[config.mk]
export PLATFORM = sky130hd
export DESIGN_NAME = spi_master_regs
export DESIGN_NICKNAME = d
export VERILOG_FILES = /design/src/rtl/spi_master_pkg.sv /design/src/rtl/spi_word_fifo.sv /design/src/rtl/spi_rate_gen.sv /design/src/rtl/spi_shift_engine.sv /design/src/rtl/spi_master_regs.sv
export SDC_FILE = /design/constraint.sdc
export NUM_CORES = 1
export LEC_CHECK = 0
export ABC_CLOCK_PERIOD_IN_PS = 5900
export BUFFER_PORTS_ARGS = -buffer_cell sky130_fd_sc_hd__clkbuf_2
export CAP_MARGIN = 30
export CORE_MARGIN = 3
export CORE_UTILIZATION = 40
export DETAILED_ROUTE_END_ITERATION = 8
export GPL_TIMING_DRIVEN = 0
export PLACE_DENSITY = 0.69
export SLEW_MARGIN = 20
export SYNTH_ARGS = -nofsm -noshare
export SYNTH_HDL_FRONTEND = slang
export SYNTH_HIERARCHICAL = 1
export SYNTH_SLANG_ARGS = --single-unit
[constraint.sdc]
create_clock -name clk -period 5.9 [get_ports clk]
set_input_delay 0.59 -clock clk [delete_from_list [all_inputs] [get_ports clk]]
set_output_delay 0.59 -clock clk [all_outputs]
set_load 0.01 [all_outputs]
[src/rtl/spi_master_pkg.sv]
package spi_master_pkg;
    localparam int WORD_W = 32;
    localparam int SZ_W   = $clog2(WORD_W);
    localparam int REG_AW = 5;

    localparam logic [REG_AW-1:0] OFF_FRAME = 5'h00;
    localparam logic [REG_AW-1:0] OFF_RUN   = 5'h04;
    localparam logic [REG_AW-1:0] OFF_PORT  = 5'h08;
    localparam logic [REG_AW-1:0] OFF_STAT  = 5'h0C;
    localparam logic [REG_AW-1:0] OFF_DIV   = 5'h10;

    typedef struct packed {
        logic [7:0]      rate;
        logic            pha;
        logic            pol;
        logic [SZ_W-1:0] size_m1;
    } frame_cfg_t;

    typedef struct packed {
        logic rx_lsb;
        logic tx_lsb;
        logic en;
    } run_cfg_t;
endpackage

[src/rtl/spi_word_fifo.sv]
module spi_word_fifo #(
    parameter int W     = 32,
    parameter int DEPTH = 8
) (
    input  logic                       clk,
    input  logic                       rst_n,
    input  logic                       push,
    input  logic [W-1:0]               wdata,
    input  logic                       pop,
    output logic [W-1:0]               rdata,
    output logic                       empty,
    output logic                       full,
    output logic [$clog2(DEPTH+1)-1:0] level
);
    localparam int AW = (DEPTH > 1) ? $clog2(DEPTH) : 1;
    localparam int CW = $clog2(DEPTH+1);

    typedef struct packed {
        logic [AW-1:0] wp;
        logic [AW-1:0] rp;
        logic [CW-1:0] cnt;
    } fifo_st_t;

    fifo_st_t st_d, st_q;
    logic [W-1:0] mem_q [DEPTH];
    logic do_push, do_pop;

    function automatic logic [AW-1:0] inc_ptr(input logic [AW-1:0] p);
        return (p == AW'(DEPTH-1)) ? '0 : p + 1'b1;
    endfunction

    always_comb begin
        st_d    = st_q;
        do_push = push && (st_q.cnt != CW'(DEPTH));
        do_pop  = pop && (st_q.cnt != '0);
        if (do_push) st_d.wp = inc_ptr(st_q.wp);
        if (do_pop)  st_d.rp = inc_ptr(st_q.rp);
        case ({do_push, do_pop})
            2'b10:   st_d.cnt = st_q.cnt + 1'b1;
            2'b01:   st_d.cnt = st_q.cnt - 1'b1;
            default: st_d.cnt = st_q.cnt;
        endcase
    end

    always_ff @(posedge clk or negedge rst_n) begin
        if (!rst_n) st_q <= '0;
        else        st_q <= st_d;
    end

    always_ff @(posedge clk) begin
        if (do_push) mem_q[st_q.wp] <= wdata;
    end

    assign rdata = mem_q[st_q.rp];
    assign empty = (st_q.cnt == '0);
    assign full  = (st_q.cnt == CW'(DEPTH));
    assign level = st_q.cnt;
endmodule

[src/rtl/spi_rate_gen.sv]
module spi_rate_gen (
    input  logic       clk,
    input  logic       rst_n,
    input  logic       run,
    input  logic [7:0] pre_div,
    input  logic [7:0] post_div,
    output logic       tick
);
    typedef struct packed {
        logic [6:0] pre;
        logic [7:0] post;
    } rate_st_t;

    rate_st_t st_d, st_q;
    logic [6:0] pre_last;
    logic       pre_wrap;

    // Half a serial period: (P/2) bus clocks per stage-one step, (1+S) steps
    always_comb begin
        pre_last = (pre_div[7:1] == 7'd0) ? 7'd0 : pre_div[7:1] - 7'd1;
        pre_wrap = (st_q.pre == pre_last);
        tick     = run && pre_wrap && (st_q.post == post_div);
        st_d     = st_q;
        if (!run) begin
            st_d = '0;
        end else if (pre_wrap) begin
            st_d.pre  = '0;
            st_d.post = (st_q.post == post_div) ? 8'd0 : st_q.post + 8'd1;
        end else begin
            st_d.pre = st_q.pre + 7'd1;
        end
    end

    always_ff @(posedge clk or negedge rst_n) begin
        if (!rst_n) st_q <= '0;
        else        st_q <= st_d;
    end
endmodule

[src/rtl/spi_shift_engine.sv]
module spi_shift_engine
    import spi_master_pkg::*;
(
    input  logic              clk,
    input  logic              rst_n,
    input  logic              enable,
    input  frame_cfg_t        fcfg,
    input  logic              tx_lsb,
    input  logic              rx_lsb,
    input  logic              tx_empty,
    input  logic [WORD_W-1:0] tx_word,
    output logic              tx_pop,
    output logic              rx_push,
    output logic [WORD_W-1:0] rx_word,
    input  logic              tick,
    input  logic              miso,
    output logic              sclk,
    output logic              mosi,
    output logic              active
);
    localparam int EW = SZ_W + 1;

    typedef struct packed {
        logic              act;
        logic              tog;
        logic [EW-1:0]     edges;
        logic [SZ_W-1:0]   bitn;
        logic [WORD_W-1:0] txw;
        logic [WORD_W-1:0] rxw;
    } eng_st_t;

    eng_st_t st_d, st_q;
    logic [SZ_W-1:0] last_bit, tx_idx, rx_idx;
    logic            leading;

    always_comb begin
        last_bit = (fcfg.size_m1 < SZ_W'(3)) ? SZ_W'(3) : fcfg.size_m1;
        tx_idx   = tx_lsb ? st_q.bitn : last_bit - st_q.bitn;
        rx_idx   = rx_lsb ? st_q.bitn : last_bit - st_q.bitn;
        leading  = !st_q.edges[0];
        st_d     = st_q;
        tx_pop   = 1'b0;
        rx_push  = 1'b0;
        if (!st_q.act) begin
            if (enable && !tx_empty) begin
                st_d.act   = 1'b1;
                st_d.tog   = 1'b0;
                st_d.edges = '0;
                st_d.bitn  = '0;
                st_d.txw   = tx_word;
                st_d.rxw   = '0;
                tx_pop     = 1'b1;
            end
        end else if (tick) begin
            st_d.tog   = ~st_q.tog;
            st_d.edges = st_q.edges + 1'b1;
            if (leading) begin
                if (!fcfg.pha)                st_d.rxw[rx_idx] = miso;
                else if (st_q.edges != '0)    st_d.bitn = st_q.bitn + 1'b1;
            end else begin
                if (fcfg.pha)                 st_d.rxw[rx_idx] = miso;
                if (st_q.bitn == last_bit) begin
                    st_d.act = 1'b0;
                    rx_push  = 1'b1;
                end else if (!fcfg.pha) begin
                    st_d.bitn = st_q.bitn + 1'b1;
                end
            end
        end
        rx_word = st_d.rxw;
    end

    always_ff @(posedge clk or negedge rst_n) begin
        if (!rst_n) st_q <= '0;
        else        st_q <= st_d;
    end

    assign mosi   = st_q.act ? st_q.txw[tx_idx] : 1'b0;
    assign sclk   = fcfg.pol ^ st_q.tog;
    assign active = st_q.act;
endmodule

[src/rtl/spi_master_regs.sv]
module spi_master_regs
    import spi_master_pkg::*;
#(
    parameter int FIFO_DEPTH = 8
) (
    input  logic              clk,
    input  logic              rst_n,
    input  logic              reg_wr,
    input  logic              reg_rd,
    input  logic [REG_AW-1:0] reg_addr,
    input  logic [31:0]       reg_wdata,
    output logic [31:0]       reg_rdata,
    output logic              sclk_o,
    output logic              mosi_o,
    input  logic              miso_i
);
    localparam int LVL_W = $clog2(FIFO_DEPTH+1);

    typedef struct packed {
        frame_cfg_t fcfg;
        run_cfg_t   run;
        logic [7:0] div;
    } regs_t;

    regs_t regs_d, regs_q;

    logic              tx_push, tx_pop, tx_empty, tx_full;
    logic              rx_push, rx_pop, rx_empty, rx_full;
    logic [WORD_W-1:0] tx_head, rx_head, rx_new;
    logic [LVL_W-1:0]  tx_level, rx_level;
    logic              tick, shift_act, busy;

    always_comb begin
        regs_d  = regs_q;
        tx_push = reg_wr && (reg_addr == OFF_PORT);
        rx_pop  = reg_rd && (reg_addr == OFF_PORT);
        if (reg_wr) begin
            case (reg_addr)
                OFF_FRAME: regs_d.fcfg = {reg_wdata[15:8], reg_wdata[7], reg_wdata[6], reg_wdata[SZ_W-1:0]};
                OFF_RUN:   regs_d.run  = {reg_wdata[4], reg_wdata[5], reg_wdata[1]};
                OFF_DIV:   regs_d.div  = reg_wdata[7:0];
                default:   ;
            endcase
        end
    end

    always_ff @(posedge clk or negedge rst_n) begin
        if (!rst_n) regs_q <= '0;
        else        regs_q <= regs_d;
    end

    assign busy = !tx_empty || shift_act;

    always_comb begin
        reg_rdata = '0;
        case (reg_addr)
            OFF_FRAME: reg_rdata = {16'd0, regs_q.fcfg.rate, regs_q.fcfg.pha, regs_q.fcfg.pol,
                                    1'b0, regs_q.fcfg.size_m1};
            OFF_RUN:   reg_rdata = {26'd0, regs_q.run.tx_lsb, regs_q.run.rx_lsb, 2'b00,
                                    regs_q.run.en, 1'b0};
            OFF_PORT:  reg_rdata = rx_empty ? 32'd0 : rx_head;
            OFF_STAT:  reg_rdata = {27'd0, busy, 1'b0, !rx_empty, !tx_full, 1'b0};
            OFF_DIV:   reg_rdata = {24'd0, regs_q.div};
            default:   reg_rdata = '0;
        endcase
    end

    spi_word_fifo #(.W(WORD_W), .DEPTH(FIFO_DEPTH)) u_tx_fifo (
        .clk(clk), .rst_n(rst_n), .push(tx_push), .wdata(reg_wdata), .pop(tx_pop),
        .rdata(tx_head), .empty(tx_empty), .full(tx_full), .level(tx_level)
    );

    spi_word_fifo #(.W(WORD_W), .DEPTH(FIFO_DEPTH)) u_rx_fifo (
        .clk(clk), .rst_n(rst_n), .push(rx_push), .wdata(rx_new), .pop(rx_pop),
        .rdata(rx_head), .empty(rx_empty), .full(rx_full), .level(rx_level)
    );

    spi_rate_gen u_rate (
        .clk(clk), .rst_n(rst_n), .run(shift_act), .pre_div(regs_q.div),
        .post_div(regs_q.fcfg.rate), .tick(tick)
    );

    spi_shift_engine u_shift (
        .clk(clk), .rst_n(rst_n), .enable(regs_q.run.en), .fcfg(regs_q.fcfg),
        .tx_lsb(regs_q.run.tx_lsb), .rx_lsb(regs_q.run.rx_lsb),
        .tx_empty(tx_empty), .tx_word(tx_head), .tx_pop(tx_pop),
        .rx_push(rx_push), .rx_word(rx_new), .tick(tick), .miso(miso_i),
        .sclk(sclk_o), .mosi(mosi_o), .active(shift_act)
    );
endmodule

==> results of run 1 <==
==> area by class of cell <==
class | instances | share of cell area [%]
Buffer | 112 | 2.13
Inverter | 48 | 0.554
Clock buffer | 98 | 6.15
Tap cell | 931 | 3.58
Clock inverter | 22 | 0.957
Timing Repair Buffer | 128 | 2.89
Multi-Input combinational cell | 894 | 25.9
Sequential cell | 650 | 57.9
Antenna cell | 3 | 0.0231
==> registers in the layout (all words and copies together) (netlist names) <==
name	count
u_rx_fifo/mem_q	256
u_tx_fifo/mem_q	256
u_shift/st_q	76
regs_q	26
u_rate/st_q	15
u_rx_fifo/st_q	6
u_tx_fifo/st_q	6
u_rx_fifo/level	4
u_tx_fifo/level	4
u_shift/active	1
==> metal layers <==
layer / part of all wire [%] / track usage, %
met1: 40 / 22.6
met5: 0.011 / 0
met2: 50 / 30.1
met4: 3.6 / 6.53
met3: 6.5 / 4.39
==> worst reg2reg max path: cells and delay by family, from the launching register on <==
kind | cells | cell delay, ns
DFF | 1 | 0.45
and+or+nand+nor | 8 | 3.21
xor gates and xnor gates | 1 | 0.15
AOI/OAI and AO/OA | 1 | 0.41
buffers and inverters | 3 | 0.63
adders and majority gates | 1 | 0.32
==> per-stage QoR <==
step                hold slack (ns)  util, %  instances  setup TNS [ns]
floorplan                     0.294        -       1704               0
global placement              0.471     42.9       2710         -684.77
detailed placement            0.473     43.8       2762               0
CTS                         0.00273     47.2       2882               0
global route                 0.0331     47.2       2883               0
finish                      0.00787     47.2       2886               0
==> layout by cell type (no fill, tap or decap), types with 45 or more instances in the layout <==
cell type  instances
nand2_1          168
clkbuf_2          74
clkbuf_1          45
edfxtp_1         512
mux2_2            79
buf_4             63
inv_1             45
clkbuf_16         74
mux4_2           128
dfrtp_1          138
==> final timing paths <==
path | end | slack (ns)
worst max-delay path | u_rx_fifo/mem_q[1][30]$_DFFE_PP_ | 0.41
worst min-delay path | u_rx_fifo/level[3]$_DFFE_PN0P_ | 0.008
worst max register to register | u_rx_fifo/mem_q[1][30]$_DFFE_PP_ | 0.41
worst min register to register | u_shift/st_q[63]$_DFFE_PN0P_ | 0.49
max in group asynchronous | u_shift/st_q[28]$_DFF_PN0_ | 5.10
min in group clk | u_tx_fifo/mem_q[4][30]$_DFFE_PP_ | 0.27
==> power groups by stage <==
stage	logic [W]	registers [W]	clock network (W)
6_report	0.00267	0.00554	0.00439
5_1_grt	0.00290	0.00557	0.00467
4_1_cts	0.00269	0.00554	0.00449
3_5_place_dp	0.00268	0.00563	0
3_3_place_gp	0.00258	0.00561	0
2_1_floorplan	0.00199	0.00554	0
==> results.toml, run 1 <==
[routing]
drc_errors = 0
antenna_left = 0
num_vias = 15800
viasPerCell = 5.49
wirelength_mm = 65.4
drt_iter0_markers = 1403
wl_per_cell_um = 22.7
firstDrtPassIters = 8

[clocking]
ctsResizeCount = 0
cts.sink_count = 650
cts-root-buf = "clkbuf_16"
cts-htree-levels = 3
post_cts_buffers = 0
cts_tree = "yes"
clockBufferDepth = 3
clk_pin_slew_ns = 0.06
numCtsBuffers = 67
hold_buffers = 0
insertion_delay_ns = 0.60

[place]
place.gp.congestion = 0.888
port_buffers = 75
pre_cts_ws_ns = 0.371
dp_hpwl_mm = 45.8
postPlaceCellArea_um2 = 30200

[power]
irDropWorstVdd_mv = 0.279
powerDensity_nw_per_um2 = 387
switching_share_pct = 26.6
p_sw_w = 0.00335
seqPwrFrac_pct = 44.0
total_power_w = 0.0126
p_comb_share_pct = 21.2
leakagePower_nw = 11.6
clkPwrFrac_pct = 34.9
intPower_w = 0.00925

[worst_setup_path]
critPathMaxFanout = 8
crit_slowest_cell = "nor3_2"
start_kind = "flop"
crit_path_end_kind = "flop"
worstRegToRegCells = 14
cp-startpoint = "regs_q[1]$_DFFE_PN0P_"
worst_path_largest_cell_delay_ns = 0.70
reg2reg_from = "regs_q[1]$_DFFE_PN0P_"
path_cells = "inv_1, ha_1, xnor2_1, a2111oi_0, nor3_1, or4_4, or2_1, nor3_1, nand2_1, nor2_1, nand3_1, nor3_2, buf_4, buf_4"
path_buf_inv = 3
crit_family = "simple AND/OR/NAND/NOR gates"
path_depth = 14
worst-setup-path-type = "reg2reg"
crit_arrival_ns = 5.78
crit_required_ns = 6.18

[layout]
area_growth_pct = 16.2
regArea_um2 = 18800
n_fill_cell = 5860
layout.nets = 1971
multiInputGateArea_um2 = 8420
final_area_um2 = 32500
drive_gt1_share_pct = 28.9

[synth]
syn-num-nets = 1774
synth_area_per_cell_um2 = 16.4
syn_area_um2 = 28000
netlist_instances = 1704
yosysWarningCount = 6

[sta]
relSlewSlack_pct = 40.7
clock-skew-final_ns = 0.0249
setup_violations = 0
min_period_ns = 5.49
tightest_slew_ns = 0.890
slew_violations = 0
fin_crit_sh_pct = 93.1
final-hold-violation-count = 0
fmax_ghz = 0.182
rsz0062_at_grt = "no"
fin_ws_ns = 0.406

[min_path]
hold_class = "in2async"

[run_status]
outcome = "completed"

[global_routing]
grt_max_degree = 72
antenna_found_initial = 5
grt_usage_pct = 17.9
grt_pass1_vias = 16400
overflow = 0
grt_pass1_wl_mm = 100

[run]
drv_cap = 0

[floorplanning]
die_area_um2 = 73200
num_io_pins = 76
rows = 96
fp.dieH_um = 271
fp.dieW_um = 271
placeableCoreArea_um2 = 68900
initial_core_util_pct = 40.6
No activity file was read; power rests on OpenSTA's default activity.
==> run 2: changes to the inputs <==
REMOVE_ABC_BUFFERS = 1   (was unset)
==> run 2 against run 1 <==
Cell area is 2.4% lower. Largest cell class unchanged. Power down 5.8%. Critical endpoint is now u_rx_fifo/mem_q[0][23]$_DFFE_PP_. Global-route usage is 1.4 points lower. Via count is 3.6% lower. Sequential share of layout area grew 1.5 points. Combinational power down 15%. Clock skew fell by 0.0057 ns. Hold slack better by 0.0070 ns. Flip-flop and latch count is the same. First-iteration DRC count decreased by 2.8%. Sequential power up 3%.
==> results.toml, run 2 (synthesized netlist as in run 1, its figures left out) <==
[run_status]
outcome = "completed"

[sta]
relSlewSlack_pct = 44.5
fin_crit_sh_pct = 91.7
clock-skew-final_ns = 0.0192
holdWs_ns = 0.0148
rsz0062_at_grt = "no"
min_period_ns = 5.41
fin_setup_tns_ns = 0
fin_ws_ns = 0.489
tightest_slew_ns = 0.827
final-hold-violation-count = 0
setup_violations = 0
slew_violations = 0
fmax_ghz = 0.185

[clocking]
insertion_delay_ns = 0.61
ctsResizeCount = 0
cts-root-buf = "clkbuf_16"
clockBufferDepth = 3
numCtsBuffers = 60
cts_tree = "yes"
cts-htree-levels = 2
cts.sink_count = 650
hold_buffers = 0
clk_pin_slew_ns = 0.06
post_cts_buffers = 0

[layout]
layout_commonest_cell = "edfxtp_1"
layout.nets = 1865
layout.cells.non_filler = 2776
n_fill_cell = 5849
reg_top3 = "u_rx_fifo/mem_q (256), u_tx_fifo/mem_q (256), u_shift/st_q (76)"
layout_common_cells = "512 x edfxtp_1, 168 x nand2_1, 131 x dfrtp_1"
drive_gt1_share_pct = 27.7
area_growth_pct = 13.4

[routing]
viasPerCell = 5.50
drt_iter0_markers = 1364
num_vias = 15300
firstDrtPassIters = 5
wl_per_cell_um = 21.8
wirelength_mm = 60.6
antenna_left = 0
drc_errors = 0

[min_path]
hold_class = "in2async"

[worst_setup_path]
reg2reg_from = "regs_q[1]$_DFFE_PN0P_"
start_kind = "flop"
crit_required_ns = 6.20
critPathMaxFanout = 13
crit_arrival_ns = 5.71
cp-startpoint = "regs_q[1]$_DFFE_PN0P_"
crit_path_end_kind = "flop"
worstRegToRegCells = 15
timing.rr.end = "u_rx_fifo/mem_q[0][23]$_DFFE_PP_"
worst-setup-path-type = "reg2reg"
rrSetupSlack_ns = 0.49

[run]
drv_cap = 0

[power]
total_power_w = 0.0119
leakagePower_nw = 11.1
powerDensity_nw_per_um2 = 374
irDropWorstVdd_mv = 0.259

[global_routing]
grt_usage_pct = 16.6
grt_pass1_wl_mm = 94.3
antenna_found_initial = 2
overflow = 0
grt_max_degree = 80
grt_pass1_vias = 15800

[place]
dp_hpwl_mm = 41.2
port_buffers = 75
dp_cells = 2662
place.gp.congestion = 0.851
pre_cts_ws_ns = 0.419

[floorplanning]
placeableCoreArea_um2 = 68900
fp.dieH_um = 271
initial_core_util_pct = 40.6
num_io_pins = 76
die_area_um2 = 73200
fp.dieW_um = 271
rows = 96
## run 2: changes by cell type in the layout (fill, tap and decap cells not counted), moves of 4 or more
cell	before	now
clkbuf_1	45	10
buf_4	63	32
buf_2	31	10
buf_6	24	7
clkbuf_16	74	61
buf_1	11	0
clkinv_2	9	19
buf_16	5	12
dfrtp_1	138	131
dfrtp_4	0	4
## run 2: report_power, final
group,internal [W],switching [W],total [W]
clock,0.00226,0.00162,0.00388
sequential,0.00529,0.000418,0.00571
combinational,0.00115,0.00113,0.00228
total,0.00870,0.00317,0.0119
## run 2: metal layers
metal	share of wire, %	vias up	wire length, um	track usage (%)
met2	52	481	31300	29.0
met1	41	7886	24800	21.4
li1	-	6807	-	-
met5	0.097	-	59	0
met4	2.2	2	1310	4.42
met3	5.2	91	3170	2.81
## run 2: critical path, cell delays in order (launching register included)
cell,delay [ns]
dfrtp_1,0.44
inv_1,0.08
ha_1,0.23
nor3b_2,0.21
a2111oi_0,0.46
nor3_1,0.12
or4_4,0.67
or2_1,0.32
nor3_1,0.27
nand2_1,0.19
nor2_1,0.38
nand2_2,0.24
nor4_2,0.66
buf_2,0.36
buf_2,0.24
buf_2,0.22
## run 2: how the worst max path moves through the flow
stage | end | cells past startpoint
after floorplan | u_rx_fifo/mem_q[0][0]$_DFFE_PP_ | 12
final | u_rx_fifo/mem_q[0][23]$_DFFE_PP_ | 15
after CTS | u_rx_fifo/mem_q[0][25]$_DFFE_PP_ | 15
after global placement | u_rx_fifo/mem_q[0][26]$_DFFE_PP_ | 6
after global routing | u_rx_fifo/mem_q[0][29]$_DFFE_PP_ | 15
after detailed placement | u_rx_fifo/mem_q[0][26]$_DFFE_PP_ | 15
## run 2: cell type report
cell class | count | area (um2) | area share [%]
flip-flops and latches | 650 | 18800 | 59.3
clock buffers | 76 | 1630 | 5.14
well taps | 931 | 1160 | 3.67
repair buffers | 141 | 1170 | 3.69
diodes | 1 | 2.50 | 0.00788
inverters | 48 | 180 | 0.567
clock inverters | 35 | 355 | 1.12
multi-input cells | 894 | 8420 | 26.5
## run 2: stage by stage
| stage | area, um2 | util [%] |
|---|---|---|
| finish | 31800 | 46.1 |
| CTS | 31800 | 46.1 |
| global route | 31800 | 46.1 |
| floorplan | 27300 | - |
| detailed placement | 29800 | 43.2 |
| global placement | 28900 | 41.9 |
